===== src/rtl/bpg_pkg.sv =====
package bpg_pkg;

  typedef enum logic [1:0] {
    OS_IDLE  = 2'd0,
    OS_WAIT  = 2'd1,
    OS_PULSE = 2'd2
  } os_state_e;

  // Bits needed to hold the value n (at least one).
  function automatic int cnt_bits(input int n);
    return (n < 1) ? 1 : $clog2(n + 1);
  endfunction

endpackage


===== src/rtl/bpg_edge_qual.sv =====
module bpg_edge_qual #(
  parameter int MIN_SYNC = 700,
  parameter int MAX_SYNC = 1400
) (
  input  logic clk,
  input  logic rst_n,
  input  logic csync_n,
  input  logic vert_win,
  output logic trig
);
  localparam int LW = bpg_pkg::cnt_bits(MAX_SYNC + 1);
  localparam logic [LW-1:0] SAT_V = LW'(MAX_SYNC + 1);
  localparam logic [LW-1:0] MIN_V = LW'(MIN_SYNC);
  localparam logic [LW-1:0] MAX_V = LW'(MAX_SYNC);

  logic          csync_q;
  logic [LW-1:0] low_cnt, low_cnt_nxt;
  logic          low_en;
  logic          rise, width_ok;

  // next-state
  always_comb begin
    low_en      = ~csync_n | (low_cnt != '0);
    low_cnt_nxt = '0;
    if (~csync_n) begin
      low_cnt_nxt = (low_cnt == SAT_V) ? SAT_V : low_cnt + LW'(1);
    end
  end

  assign rise     = csync_n & ~csync_q;
  assign width_ok = (low_cnt >= MIN_V) && (low_cnt <= MAX_V);
  assign trig     = rise & (vert_win | width_ok);

  // registers
  always_ff @(posedge clk or negedge rst_n) begin
    if (!rst_n) begin
      csync_q <= 1'b1;
    end else begin
      csync_q <= csync_n;
    end
  end

  always_ff @(posedge clk or negedge rst_n) begin
    if (!rst_n) begin
      low_cnt <= '0;
    end else if (low_en) begin
      low_cnt <= low_cnt_nxt;
    end
  end


  trig_after_low_chk: assert property (@(posedge clk) disable iff (!rst_n)
    trig |-> ($past(csync_n) == 1'b0));


  no_long_trig_chk: assert property (@(posedge clk) disable iff (!rst_n)
    (trig && !vert_win) |-> (low_cnt != SAT_V));

endmodule


===== src/rtl/bpg_oneshot.sv =====
module bpg_oneshot #(
  parameter int DELAY_CYC = 64,
  parameter int WIDTH_CYC = 600
) (
  input  logic clk,
  input  logic rst_n,
  input  logic trig,
  input  logic kill,
  output logic gate_n
);
  import bpg_pkg::*;

  localparam int CMAX = (DELAY_CYC > WIDTH_CYC) ? DELAY_CYC : WIDTH_CYC;
  localparam int CW   = cnt_bits(CMAX);
  localparam logic [CW-1:0] D_LAST = CW'(DELAY_CYC - 1);
  localparam logic [CW-1:0] W_LAST = CW'(WIDTH_CYC - 1);

  os_state_e     state, state_nxt;
  logic [CW-1:0] cnt, cnt_nxt;
  logic          cnt_en;

  // next-state
  always_comb begin
    state_nxt = state;
    cnt_nxt   = cnt;
    cnt_en    = 1'b0;
    unique case (state)
      OS_IDLE: begin
        if (trig) begin
          state_nxt = OS_WAIT;
          cnt_nxt   = '0;
          cnt_en    = 1'b1;
        end
      end
      OS_WAIT: begin
        cnt_en = 1'b1;
        if (cnt == D_LAST) begin
          state_nxt = OS_PULSE;
          cnt_nxt   = '0;
        end else begin
          cnt_nxt = cnt + CW'(1);
        end
      end
      OS_PULSE: begin
        cnt_en = 1'b1;
        if (cnt == W_LAST) begin
          state_nxt = OS_IDLE;
          cnt_nxt   = '0;
        end else begin
          cnt_nxt = cnt + CW'(1);
        end
      end
      default: begin
        state_nxt = OS_IDLE;
        cnt_nxt   = '0;
        cnt_en    = 1'b1;
      end
    endcase
    if (kill) begin
      state_nxt = OS_IDLE;
      cnt_nxt   = '0;
      cnt_en    = 1'b1;
    end
  end

  assign gate_n = ~((state == OS_PULSE) & ~kill);

  // registers
  always_ff @(posedge clk or negedge rst_n) begin
    if (!rst_n) begin
      state <= OS_IDLE;
    end else begin
      state <= state_nxt;
    end
  end

  always_ff @(posedge clk or negedge rst_n) begin
    if (!rst_n) begin
      cnt <= '0;
    end else if (cnt_en) begin
      cnt <= cnt_nxt;
    end
  end


  fall_after_wait_chk: assert property (@(posedge clk) disable iff (!rst_n)
    $fell(gate_n) |-> ($past(state) == OS_WAIT));


  no_restart_chk: assert property (@(posedge clk) disable iff (!rst_n)
    (state == OS_PULSE && trig && !kill) |=> (state != OS_WAIT));

endmodule


===== src/rtl/bpg_gate_gen.sv =====
module bpg_gate_gen #(
  parameter int DELAY_CYC = 64,
  parameter int WIDTH_CYC = 600,
  parameter int MIN_SYNC  = 700,
  parameter int MAX_SYNC  = 1400
) (
  input  logic clk,
  input  logic rst_n,
  input  logic csync_n,
  input  logic vert_win,
  input  logic sig_lost,
  output logic gate_n
);
  localparam int RW = bpg_pkg::cnt_bits(WIDTH_CYC + 1);
  localparam logic [RW-1:0] RUN_SAT = RW'(WIDTH_CYC + 1);
  localparam logic [RW-1:0] RUN_MAX = RW'(WIDTH_CYC);

  logic [1:0] rst_pipe;
  logic       rst_s_n;
  logic       trig, trig_q;

  // Asynchronous assertion, synchronous release.
  always_ff @(posedge clk or negedge rst_n) begin
    if (!rst_n) begin
      rst_pipe <= 2'b00;
    end else begin
      rst_pipe <= {rst_pipe[0], 1'b1};
    end
  end
  assign rst_s_n = rst_pipe[1];

  bpg_edge_qual #(
    .MIN_SYNC (MIN_SYNC),
    .MAX_SYNC (MAX_SYNC)
  ) u_qual (
    .clk      (clk),
    .rst_n    (rst_s_n),
    .csync_n  (csync_n),
    .vert_win (vert_win),
    .trig     (trig)
  );

  assign trig_q = trig & ~sig_lost;

  bpg_oneshot #(
    .DELAY_CYC (DELAY_CYC),
    .WIDTH_CYC (WIDTH_CYC)
  ) u_shot (
    .clk    (clk),
    .rst_n  (rst_s_n),
    .trig   (trig_q),
    .kill   (sig_lost),
    .gate_n (gate_n)
  );

  // Run-length monitor for the width check.
  logic [RW-1:0] run_cnt;
  always_ff @(posedge clk or negedge rst_s_n) begin
    if (!rst_s_n) begin
      run_cnt <= '0;
    end else if (gate_n) begin
      run_cnt <= '0;
    end else if (run_cnt != RUN_SAT) begin
      run_cnt <= run_cnt + RW'(1);
    end
  end


  width_limit_chk: assert property (@(posedge clk) disable iff (!rst_s_n)
    run_cnt <= RUN_MAX);


  lost_quiet_chk: assert property (@(posedge clk) disable iff (!rst_s_n)
    sig_lost |-> gate_n);


  reset_idle_chk: assert property (@(posedge clk)
    !rst_s_n |-> gate_n);

endmodule


===== config.mk =====
export PLATFORM = sky130hd
export DESIGN_NAME = bpg_gate_gen
export DESIGN_NICKNAME = d
export VERILOG_FILES = /design/src/rtl/bpg_pkg.sv /design/src/rtl/bpg_edge_qual.sv /design/src/rtl/bpg_oneshot.sv /design/src/rtl/bpg_gate_gen.sv
export SDC_FILE = /design/constraint.sdc
export NUM_CORES = 1
export LEC_CHECK = 0
export ABC_AREA = 1
export BUFFER_PORTS_ARGS = -buffer_cell sky130_fd_sc_hd__buf_2
export CORE_MARGIN = 8
export CORE_UTILIZATION = 49
export DETAILED_ROUTE_END_ITERATION = 16
export PLACE_DENSITY = 0.68
export SLEW_MARGIN = 15
export SYNTH_ARGS = -nofsm -noshare
export SYNTH_HDL_FRONTEND = slang
export SYNTH_SLANG_ARGS = --single-unit

===== constraint.sdc =====
create_clock -name clk -period 1 [get_ports clk]
set_clock_uncertainty 0.15 [all_clocks]
set_input_delay 0.1 -clock clk [delete_from_list [all_inputs] [get_ports clk]]
set_output_delay 0.1 -clock clk [all_outputs]
set_load 0.05 [all_outputs]

## After elaboration in Yosys (flattened, before gate mapping)

Index checks and enable logic that the tools add are counted.

| storage, ports and cells | value |
|---|---|
| logic and storage cells | 47 |
| register bits after elaboration | 26 |

| cells by class | value |
|---|---|
| magnitude comparators | 2 |
| muxes and demuxes | 15 |
| reductions and logical operators | 5 |
| bitwise gates (word level) | 10 |
| equality and inequality tests | 8 |
| add/sub/neg operators | 2 |

Operator list:

| cell | count |
|---|---|
| 10-bit 2-to-1 mux | 4 |
| 10-bit case mux with 3 select lines | 1 |
| 11-bit 2-to-1 mux | 2 |
| 11-bit by 1-bit adder with 11-bit output (second input constant) | 1 |
| 11-bit equality test (second input constant) | 1 |
| 11-bit by 10-bit greater-or-equal comparator with 1-bit output (second input constant) | 1 |
| 11-bit less-or-equal comparator (second input constant) | 1 |
| 11-bit nonzero test | 1 |
| 10-bit by 1-bit adder with 10-bit output (second input constant) | 1 |
| 10-bit equality test (second input constant) | 1 |
| 10-bit by 6-bit equality test with 1-bit output (second input constant) | 1 |
| 2-bit 2-to-1 mux | 4 |
| 3-bit by 2-bit inequality test with 1-bit output (second input constant) | 2 |
| 2-bit case mux with 3 select lines | 1 |
| 1-bit AND | 4 |
| 1-bit inverter | 4 |
| 1-bit 2-to-1 mux | 3 |
| 3-bit inequality test (second input constant) | 1 |
| 3-bit AND reduction | 1 |
| 2-bit by 1-bit equality test with 1-bit output (second input constant) | 1 |
| 2-bit equality test (second input constant) | 1 |
| 2-bit zero test | 1 |
| 1-bit OR | 2 |
| 2-bit AND reduction | 1 |
| 1-bit logical AND | 1 |

## Longest topological paths before layout

Gate-level depths: netlist of run 1.

| logic depth | value |
|---|---|
| word-level depth | 9 |
| mapped depth | 13 |
| depth with buffers taken out | 13 |

## Hierarchy

From an unflattened synthesis of run 1, not the netlist that was laid out.

| unflattened totals | value |
|---|---|
| cell total of the unflattened synthesis | 227 |
| area total of the unflattened synthesis | 1,721.7 µm² |

Modules (own cells, without submodules):

| module | area an instance (µm²) | sequential area each (µm²) | times used | cells each |
|---|---|---|---|---|
| bpg_oneshot | 878.3 | 300.3 | 1 | 114 |
| bpg_edge_qual | 779.5 | 301.5 | 1 | 108 |
| bpg_gate_gen | 63.8 | 50.0 | 1 | 5 |

## Worst setup path after synthesis of run 1

No wires, ideal clock.

| timing path | value |
|---|---|
| path type | flip-flop to flip-flop |
| from | reg u_shot.state[0] |
| to | reg u_shot.cnt[5] |
| arrival | 1.376 ns |
| clock period less this slack | 1.643 ns |
| stages on the path, launching flop included | 9 |
| setup time | 0.117 ns |
| slack | -0.643 ns |
| cell sequence | dfrtp_1 > inv_1 > ha_1 > inv_1 > nor2_1 > nand2_4 > buf_6 > nand3_1 > nand2_1 |

| on the way | value |
|---|---|
| cells in the longest elaborated chain, start to end | 4 |
| elaborated cells between the ends (all ways) | 9 |
| classes of those cells | eq/ne (3); mux (4); reduce/logical (2) |

Ends and longest elaborated chain:

| what | RTL line | source |
|---|---|---|
| start: declaration | bpg_oneshot.sv:18 | `os_state_e state, state_nxt;` |
| start signal: assignment | bpg_oneshot.sv:73 | `state <= state_nxt;` |
| 2-bit zero test | bpg_oneshot.sv:27 | `unique case (state)` |
| 1-bit 2-to-1 mux | bpg_oneshot.sv:27 |  |
| 1-bit 2-to-1 mux | bpg_oneshot.sv:59 | `if (kill) begin` |
| 2-bit AND reduction (no source line) | -- |  |
| end signal: assignment | bpg_oneshot.sv:81 | `cnt <= cnt_nxt;` |
| end: declaration | bpg_oneshot.sv:19 | `logic [CW-1:0] cnt, cnt_nxt;` |

Several ways; a longest one is shown, not always the timed one.
A chain may end at the register's enable or synchronous reset.

## Worst setup path in the final report of run 1

| timing path | value |
|---|---|
| from | reg u_shot.cnt[0] |
| to | reg u_shot.cnt[7] |

| on the way | value |
|---|---|
| cells in the longest elaborated chain, start to end | 4 |
| elaborated cells between the ends (all ways) | 7 |
| classes of those cells | add/sub (1); eq/ne (2); mux (4) |

Ends and longest elaborated chain:

| what | RTL line |
|---|---|
| 10-bit by 1-bit adder with 10-bit output (tied with other cells) | bpg_oneshot.sv:41, bpg_oneshot.sv:50 |
| 10-bit 2-to-1 mux (on tied branches) | bpg_oneshot.sv:46, bpg_oneshot.sv:37 |
| 10-bit case mux with 3 select lines (*) | bpg_oneshot.sv:27 |
| 10-bit 2-to-1 mux (*) | bpg_oneshot.sv:59 |

Mark *: on every way between the ends. The rest lies on a longest branch, timed or not.

==> reports/summary.log, run 1 <==
INFO  setup_path     worst_ep_required_time=1.14ns
INFO  final_layout   p_r_area_growth_vs_syn=71.8%
INFO  clock_network  worstSkewPairLatency=0.36ns
INFO  setup_path     critical_path.startpoint_type=register
INFO  sta            final.hold.worst_slack=0.0567ns
INFO  placement      dp_hpwl=3070microns
INFO  power_and_ir_drop comb_power_share=55.2%
INFO  final_layout   post_route_cells_drive_above_1_share=50.0%
INFO  clock_network  clock_tree_from_tritoncts=done
INFO  detailed_routing via_count=2172
INFO  floorplan      start_util=50.3%
INFO  grt            grt_pass1_vias=1846
INFO  floorplan      die_h=74.3microns
INFO  floorplan      ioPinCount=6
INFO  clock_network  h-tree-depth=1
INFO  detailed_routing totalWireLength=7140microns
INFO  synthesis      synthesis.nets=247
INFO  sta            achievable-frequency=513MHz
INFO  synthesis      portion_of_the_post_synthesis_area_used_by_sequential_elements=39.1%
INFO  clock_network  clkSlewWorstSetupHoldPaths=0.16ns
INFO  synthesis      synth.ff_latch_count=26
INFO  clock_network  clock_sinks=26
INFO  floorplan      die_area=0.00552sqmm
INFO  power_and_ir_drop pwr_density_cell=1420mW/mm^2
INFO  power_and_ir_drop p_int=0.00234W
INFO  setup_path     setup.worst_path.class=register to register
INFO  sta            post-route-worst-setup-slack=-0.949ns
INFO  power_and_ir_drop vdd_drop_max=1.87mV
INFO  sta            hold_vio_cnt_final=0
INFO  setup_path     slowest_delay=0.45ns
INFO  power_and_ir_drop power.share.sequential=31.5%
INFO  floorplan      chipWidth=74.3microns
INFO  clock_network  root_buffer=sky130_fd_sc_hd__clkbuf_4
INFO  setup_path     critPathTopFamily=simple AND/OR/NAND/NOR gates
INFO  grt            grt_antenna_before_repair=0
INFO  final_layout   sequential_cell_area=657squm
INFO  grt            grt_first_pass_wirelength=8240microns
INFO  detailed_routing ant_nets=0
INFO  floorplan      coreArea=0.00331sqmm
INFO  detailed_routing avgRoutedWirePerCell=19.4microns
INFO  placement      placedCellCount=337
INFO  sta            ratio_of_final_minimum_period_to_clock_period=195%
INFO  sta            timing.final.max_slew_violations=0
INFO  sta            rsz_0062_raised_after_global_routing=yes
INFO  worst_hold_path hold_path.class=input port to register
INFO  final_layout   layout.nets=336
INFO  detailed_routing drt-initial-drc-count=203
INFO  placement      port_buffers=5
INFO  grt            groute.usage.overall=19.2%
INFO  detailed_routing drt_pre_antenna_iters=5
INFO  status         violations=setup timing
INFO  grt            gr-total-overflow=0
INFO  placement      worst_setup_slack_post_dpl=-0.725ns
INFO  setup_path     cp_max_fo=4
INFO  floorplan      row_count=21
INFO  clock_network  numCtsBuffers=3
INFO  status         outcome=finished, violations left
INFO  power_and_ir_drop p_leak=1.38nW
INFO  final_layout   layout.cells.non_filler=368
INFO  setup_path     arrival=2.09ns
INFO  power_and_ir_drop clock_power_share=13.3%
INFO  synthesis      synth-warning-count=0
INFO  detailed_routing route.detailed.vias_per_inst=5.90
INFO  detailed_routing drc=0
INFO  synthesis      synthesis.area=0.00167sqmm
INFO  synthesis      synthesis.instances=234
INFO  synthesis      syn_area_per_cell=7.12squm
INFO  placement      routabilityCongestion=0.852
INFO  run            max_cap_violations=0
INFO  sta            setup-tns-final=-15.80ns
INFO  setup_path     buffers_inverters_on_critical_path=3
INFO  final_layout   filler_cell_count=159
INFO  sta            report.final.setup_viol=24
INFO  setup_path     crit_slowest_cell=sky130_fd_sc_hd__dfrtp_1
INFO  synthesis      yosys.cell_types.count=23
INFO  setup_path     worst_setup_path_end_kind=register
INFO  setup_path     critical_path.cell_chain=buf_6 > inv_1 > nor2_4 > nand4_1 > buf_4 > o211ai_1 > nor3_1 > nand2_1 > o21ai_0
INFO  power_and_ir_drop p_switching=0.00171W
INFO  clock_network  cts_buffer_depth=2
INFO  final_layout   multiInputGateArea=0.00124sqmm
INFO  final_layout   antenna-diode-count=0
INFO  grt            maximum_number_of_pins_on_one_net_before_global_route_repair=17
INFO  sta            min_period=1.95ns
INFO  power_and_ir_drop fin_total_pwr=0.00405W
INFO  power_and_ir_drop sw_frac_of_total=42.3%
synth_stat cells:
cell,instances,area [sq um]
sky130_fd_sc_hd__a21oi_1,5,25.0
sky130_fd_sc_hd__buf_2,1,5.00
sky130_fd_sc_hd__buf_6,1,11.3
sky130_fd_sc_hd__conb_1,1,3.75
sky130_fd_sc_hd__dfrtp_1,25,626
sky130_fd_sc_hd__dfstp_2,1,26.3
sky130_fd_sc_hd__ha_1,8,100
sky130_fd_sc_hd__inv_1,34,128
sky130_fd_sc_hd__inv_2,2,7.51
sky130_fd_sc_hd__nand2_1,62,233
sky130_fd_sc_hd__nand2_2,2,12.5
sky130_fd_sc_hd__nand2_4,2,22.5
sky130_fd_sc_hd__nand3_1,24,120
sky130_fd_sc_hd__nand4_1,7,43.8
sky130_fd_sc_hd__nor2_1,33,124
sky130_fd_sc_hd__nor2_2,2,12.5
sky130_fd_sc_hd__nor3_1,6,30.0
sky130_fd_sc_hd__o211ai_1,1,7.51
sky130_fd_sc_hd__o21ai_0,5,25.0
sky130_fd_sc_hd__o21ai_2,2,17.5
sky130_fd_sc_hd__or2_2,1,6.26
sky130_fd_sc_hd__xnor2_1,2,17.5
sky130_fd_sc_hd__xor2_1,7,61.3
final cells by class:
cell class	count	share of cell area [%]
Multi-Input combinational cell	171	43.5
Sequential cell	26	23.0
Clock buffer	4	0.919
Inverter	36	4.99
Timing Repair Buffer	85	25.6
Tap cell	46	2.01
cells by family (layout without fill, tap and decap cells):
group | count (synthesis) | count (layout) | share of synthesized area (%)
compound gates | 13 | 13 | 4.51
xor+xnor | 9 | 9 | 4.73
fa+ha+maj | 8 | 8 | 6.01
buf+inv | 38 | 125 | 9.09
flops | 26 | 26 | 39.1
other cells | 1 | 1 | 0.225
simple gates | 139 | 140 | 36.3
cells in the final DEF, fill, tap and decap left out, drive strengths merged, types with 2 or more instances in the layout:
cell         count
xnor2            2
nand4            7
o21ai            7
nand2           67
nor3             6
nor2            35
dlygate4sd3      3
buf             81
inv             36
nand3           24
clkbuf           4
dfrtp           25
ha               8
a21oi            5
xor2             7
metrics by stage:
stage / instance area, sq um / utilization [%]
floorplan: 1720 / -
global placement: 2190 / 66.2
detailed placement: 2190 / 66.2
CTS: 2530 / 76.5
global route: 2860 / 86.4
finish: 2860 / 86.4
path summary, 6_finish.rpt:
| check | endpoint | from | slack [ns] | cells after the start |
|---|---|---|---|---|
| worst min-delay path | u_qual.low_cnt[1] | csync_n | 0.06 | 4 |
| worst max-delay path | u_shot.cnt[7] | u_shot.cnt[0] | -0.95 | 9 |
| min in group asynchronous | u_qual.low_cnt[7] | rst_pipe[1] | 0.07 | 1 |
| worst max register to register | u_shot.cnt[7] | u_shot.cnt[0] | -0.95 | 9 |
| worst min register to register | u_qual.low_cnt[7] | rst_pipe[1] | 0.07 | 1 |
| max in group asynchronous | rst_pipe[1] | rst_n | 0.15 | 3 |
worst min-delay path, cell delays in order:
cell and delay (ns):
sky130_fd_sc_hd__buf_2 0.11, sky130_fd_sc_hd__buf_4 0.13, sky130_fd_sc_hd__nand4_1 0.13, sky130_fd_sc_hd__o21ai_1 0.08
power by group through the flow:
stage	Sequential (W)	Combinational (W)	Clock, W
after global routing	0.00129	0.00237	0.000559
after CTS	0.00123	0.00163	0.000509
after global placement	0.00124	0.00119	0
after detailed placement	0.00124	0.00121	0
after floorplan	0.00127	0.000710	0
final	0.00128	0.00224	0.000539
per-layer routing:
metal,global-route usage [%],part of all wire (%),wire length (microns),up-vias
li1,-,-,-,909
met1,23.5,36,2550,1011
met2,32.5,47,3360,190
met3,3.10,11,779,62
met4,7.83,6.3,452,0
met5,0,0,0,-
flip-flops by register name (all words and copies together) (netlist names):
signal,count
u_qual.low_cnt,11
u_shot.state,2
rst_pipe,2
u_shot.cnt,10
u_qual.csync_q,1
repair_timing:
action / 4_1_cts / 5_1_grt
hold buffers: 4 / 0
gates cloned: 0 / 1
setup buffers: 10 / 17
setup endpoints to repair: 24 / 25
hold endpoints to repair: 12 / 0
pin swaps: 20 / 34
resized for setup: 57 / 47
No activity file was read; power rests on OpenSTA's default activity.
==> run 2: changes to the inputs <==
--- a/config.mk
+++ b/config.mk
@@ -7,6 +7,7 @@
 export LEC_CHECK = 0
 export ABC_AREA = 1
 export BUFFER_PORTS_ARGS = -buffer_cell sky130_fd_sc_hd__buf_2
+export CORE_ASPECT_RATIO = 1.1
 export CORE_MARGIN = 8
 export CORE_UTILIZATION = 49
 export DETAILED_ROUTE_END_ITERATION = 16
==> run 2 against run 1 <==
  * The run still ends with setup timing left
  * Die area hardly changed
  * Sequential power is 4% lower
  * Setup slack better by 0.15 ns
  * Clock-buffer cell count is 1 lower
  * Routed wire length is 24% lower
  * First-iteration DRC count is 59% lower
  * Via count is 14% lower
  * Hold slack worse by 0.010 ns
  * Sequential share of layout area is 0.47 points higher
  * Combinational power is 12% lower
  * Flip-flop and latch count stayed put
  * Largest cell class unchanged
==> reports/summary.log, run 2 (synthesis results as in run 1) <==
INFO  sta            min_period=1.80ns [-0.146 ns]
INFO  clock_network  clock_sinks=26 [unchanged]
INFO  sta            timing.final.max_slew_violations=0 [unchanged]
INFO  setup_path     rr_worst_depth=11 [+2]
INFO  power_and_ir_drop fin_total_pwr=0.00394W [-2.8%]
INFO  clock_network  clock_tree_from_tritoncts=done
INFO  setup_path     slowest_delay=0.47ns [+0.02 ns]
INFO  clock_network  numCtsBuffers=3 [unchanged]
INFO  sta            post-route-worst-setup-slack=-0.804ns [+0.146 ns]
INFO  grt            maximum_number_of_pins_on_one_net_before_global_route_repair=25 [+8]
INFO  clock_network  root_buffer=sky130_fd_sc_hd__clkbuf_4
INFO  power_and_ir_drop pwr_density_cell=1410mW/mm^2 [-0.18%]
INFO  clock_network  cts_buffer_depth=2 [unchanged]
INFO  final_layout   p_r_area_growth_vs_syn=67.3%
INFO  detailed_routing drc=0 [unchanged]
INFO  setup_path     worst_ep_required_time=1.08ns [-0.06 ns]
INFO  detailed_routing via_count=1861 [-14%]
INFO  setup_path     critical_path_depth=11 [+2]
INFO  detailed_routing drt_pre_antenna_iters=4 [-1]
INFO  sta            ratio_of_final_minimum_period_to_clock_period=180% [-15 points]
INFO  floorplan      die_h=77.1microns [+3.8%]
INFO  run            max_cap_violations=0 [unchanged]
INFO  floorplan      start_util=50.4% [+0.11 points]
INFO  setup_path     worst_setup_path_end_kind=register
INFO  setup_path     buffers_inverters_on_critical_path=0 [-3]
INFO  floorplan      row_count=22 [+4.8%]
INFO  final_layout   layout.cells.most_common_list=61 x sky130_fd_sc_hd__buf_4, 45 x sky130_fd_sc_hd__nand2_1, 24 x sky130_fd_sc_hd__inv_1, 24 x sky130_fd_sc_hd__nor2_1, 24 x sky130_fd_sc_hd__dfrtp_1
INFO  grt            groute.usage.overall=17.3% [-1.9 points]
INFO  placement      port_buffers=5 [unchanged]
INFO  final_layout   layout.nets=336 [unchanged]
INFO  floorplan      coreArea=0.00330sqmm [-0.23%]
INFO  grt            grt_antenna_before_repair=0 [unchanged]
INFO  grt            grt_first_pass_wirelength=7790microns [-5.4%]
INFO  final_layout   top_regs=u_qual.low_cnt: 11 flops, u_shot.cnt: 10 flops
INFO  sta            report.final.setup_viol=24 [unchanged]
INFO  floorplan      die_area=0.00552sqmm [about the same]
INFO  sta            achievable-frequency=554MHz [+8.1%]
INFO  grt            grt_pass1_vias=1811 [-1.9%]
INFO  final_layout   mostFrequentLayoutCell=sky130_fd_sc_hd__buf_4
INFO  power_and_ir_drop p_leak=1.36nW [-1.1%]
INFO  placement      routabilityCongestion=0.792 [-7.1%]
INFO  setup_path     critical_path.cell_chain=nand2_2 > nor2_1 > nand3_2 > nand2_2 > nand2_2 > nand2_2 > nand2_4 > nand2_8 > nand2_4 > nand2_2 > nand2_1
INFO  placement      worst_setup_slack_post_dpl=-0.680ns [+0.0452 ns]
INFO  power_and_ir_drop vdd_drop_max=1.12mV [-40%]
INFO  detailed_routing totalWireLength=5420microns [-24%]
INFO  detailed_routing avgRoutedWirePerCell=15.1microns [-22%]
INFO  final_layout   filler_cell_count=203 [+28%]
INFO  setup_path     critical_path.startpoint_type=register
INFO  status         violations=setup timing
INFO  detailed_routing ant_nets=0 [unchanged]
INFO  setup_path     cp_max_fo=8 [+4]
INFO  detailed_routing drt-initial-drc-count=83 [-59%]
INFO  worst_hold_path hold_path.class=input port to register
INFO  detailed_routing route.detailed.vias_per_inst=5.20 [-12%]
INFO  sta            rsz_0062_raised_after_global_routing=yes
INFO  sta            hold_vio_cnt_final=0 [unchanged]
INFO  final_layout   largest_register=u_qual.low_cnt
INFO  floorplan      ioPinCount=6 [unchanged]
INFO  clock_network  worstSkewPairLatency=0.33ns [-0.03 ns]
INFO  final_layout   post_route_cells_drive_above_1_share=50.3% [+0.31 points]
INFO  setup_path     worst_path_most_repeated_cell=sky130_fd_sc_hd__nand2_2
INFO  setup_path     critPathTopFamily=simple AND/OR/NAND/NOR gates
INFO  clock_network  clkSlewWorstSetupHoldPaths=0.16ns [about the same]
INFO  worst_hold_path hold_path_depth=5 [+1]
INFO  final_layout   antenna-diode-count=0 [unchanged]
INFO  setup_path     arrival=1.88ns [-0.21 ns]
INFO  placement      dp_hpwl=2990microns [-2.8%]
INFO  status         outcome=finished, violations left
INFO  clock_network  h-tree-depth=1 [unchanged]
INFO  grt            gr-total-overflow=0 [unchanged]
INFO  setup_path     crit_slowest_cell=sky130_fd_sc_hd__dfrtp_1
INFO  final_layout   largest_reg_flops=11 [unchanged]
INFO  floorplan      chipWidth=71.6microns [-3.7%]
INFO  setup_path     setup.worst_path.class=register to register
==> run 2: changes by cell type in the layout (fill, tap and decap cells not counted), sizes merged <==
cell	delta
clkbuf	-1
dlygate4sd3	-1
bufinv	+1
buf	+1
==> run 2: path summary, 6_finish.rpt <==
kind / startpoint / endpoint / slack, ns
min in group asynchronous: rst_pipe[1] / u_shot.cnt[3] / 0.07
max in group asynchronous: rst_n / rst_pipe[0] / 0.13
setup / recovery: u_qual.low_cnt[10] / u_shot.state[1] / -0.80
hold / removal: csync_n / u_qual.low_cnt[0] / 0.05
hold reg to reg: rst_pipe[1] / u_shot.cnt[3] / 0.07
setup reg to reg: u_qual.low_cnt[10] / u_shot.state[1] / -0.80
==> run 2: final cells by class <==
class | instances | area [sq um] | area share [%]
Multi-Input combinational cell | 171 | 1180 | 42.4
Timing Repair Buffer | 85 | 714 | 25.6
Sequential cell | 26 | 653 | 23.4
Inverter | 36 | 140 | 5.03
Tap cell | 36 | 45.0 | 1.62
Clock inverter | 1 | 30.0 | 1.08
Clock buffer | 3 | 22.5 | 0.808
==> run 2: worst reg2reg max path, cell delays in order (launching register included) <==
cell and delay (ns):
sky130_fd_sc_hd__dfrtp_1 0.47, sky130_fd_sc_hd__nand2_2 0.09, sky130_fd_sc_hd__nor2_1 0.23, sky130_fd_sc_hd__nand3_2 0.13, sky130_fd_sc_hd__nand2_2 0.10, sky130_fd_sc_hd__nand2_2 0.07, sky130_fd_sc_hd__nand2_2 0.09, sky130_fd_sc_hd__nand2_4 0.09
sky130_fd_sc_hd__nand2_8 0.12, sky130_fd_sc_hd__nand2_4 0.06, sky130_fd_sc_hd__nand2_2 0.05, sky130_fd_sc_hd__nand2_1 0.05
==> run 2: routing by layer <==
metal	vias up	wire [microns]	global-route usage, %
li1	913	-	-
met1	882	2090	18.9
met2	44	2910	33.1
met3	22	165	1.95
met4	0	250	5.52
met5	-	0	0
==> run 2: what timing repair did <==
| item | in CTS | in global routing |
|---|---|---|
| hold endpoints to repair | 11 | 0 |
| setup buffers | 15 | 14 |
| setup endpoints to repair | 24 | 25 |
| gates cloned | 1 | 0 |
| pin swaps | 25 | 23 |
| hold buffers | 3 | 0 |
| gates resized for setup | 62 | 30 |
==> run 2: where the power goes <==
part           internal, W  switching, W
Clock             0.000406      0.000337
Sequential         0.00115     0.0000787
Combinational     0.000924       0.00105
==> run 2: through the flow <==
stage	TNS [ns]	area (sq um)	util, %	hold slack, ns	std cells
after global routing	-17.63	2790	84.4	0.0476	358
after CTS	-13.38	2610	78.9	0.0197	347
after floorplan	-9.37	1720	-	-0.346	234
after global placement	-11.91	2220	67.3	-0.265	331
after detailed placement	-12.38	2220	67.3	-0.262	331
final	-15.94	2790	84.4	0.0467	358
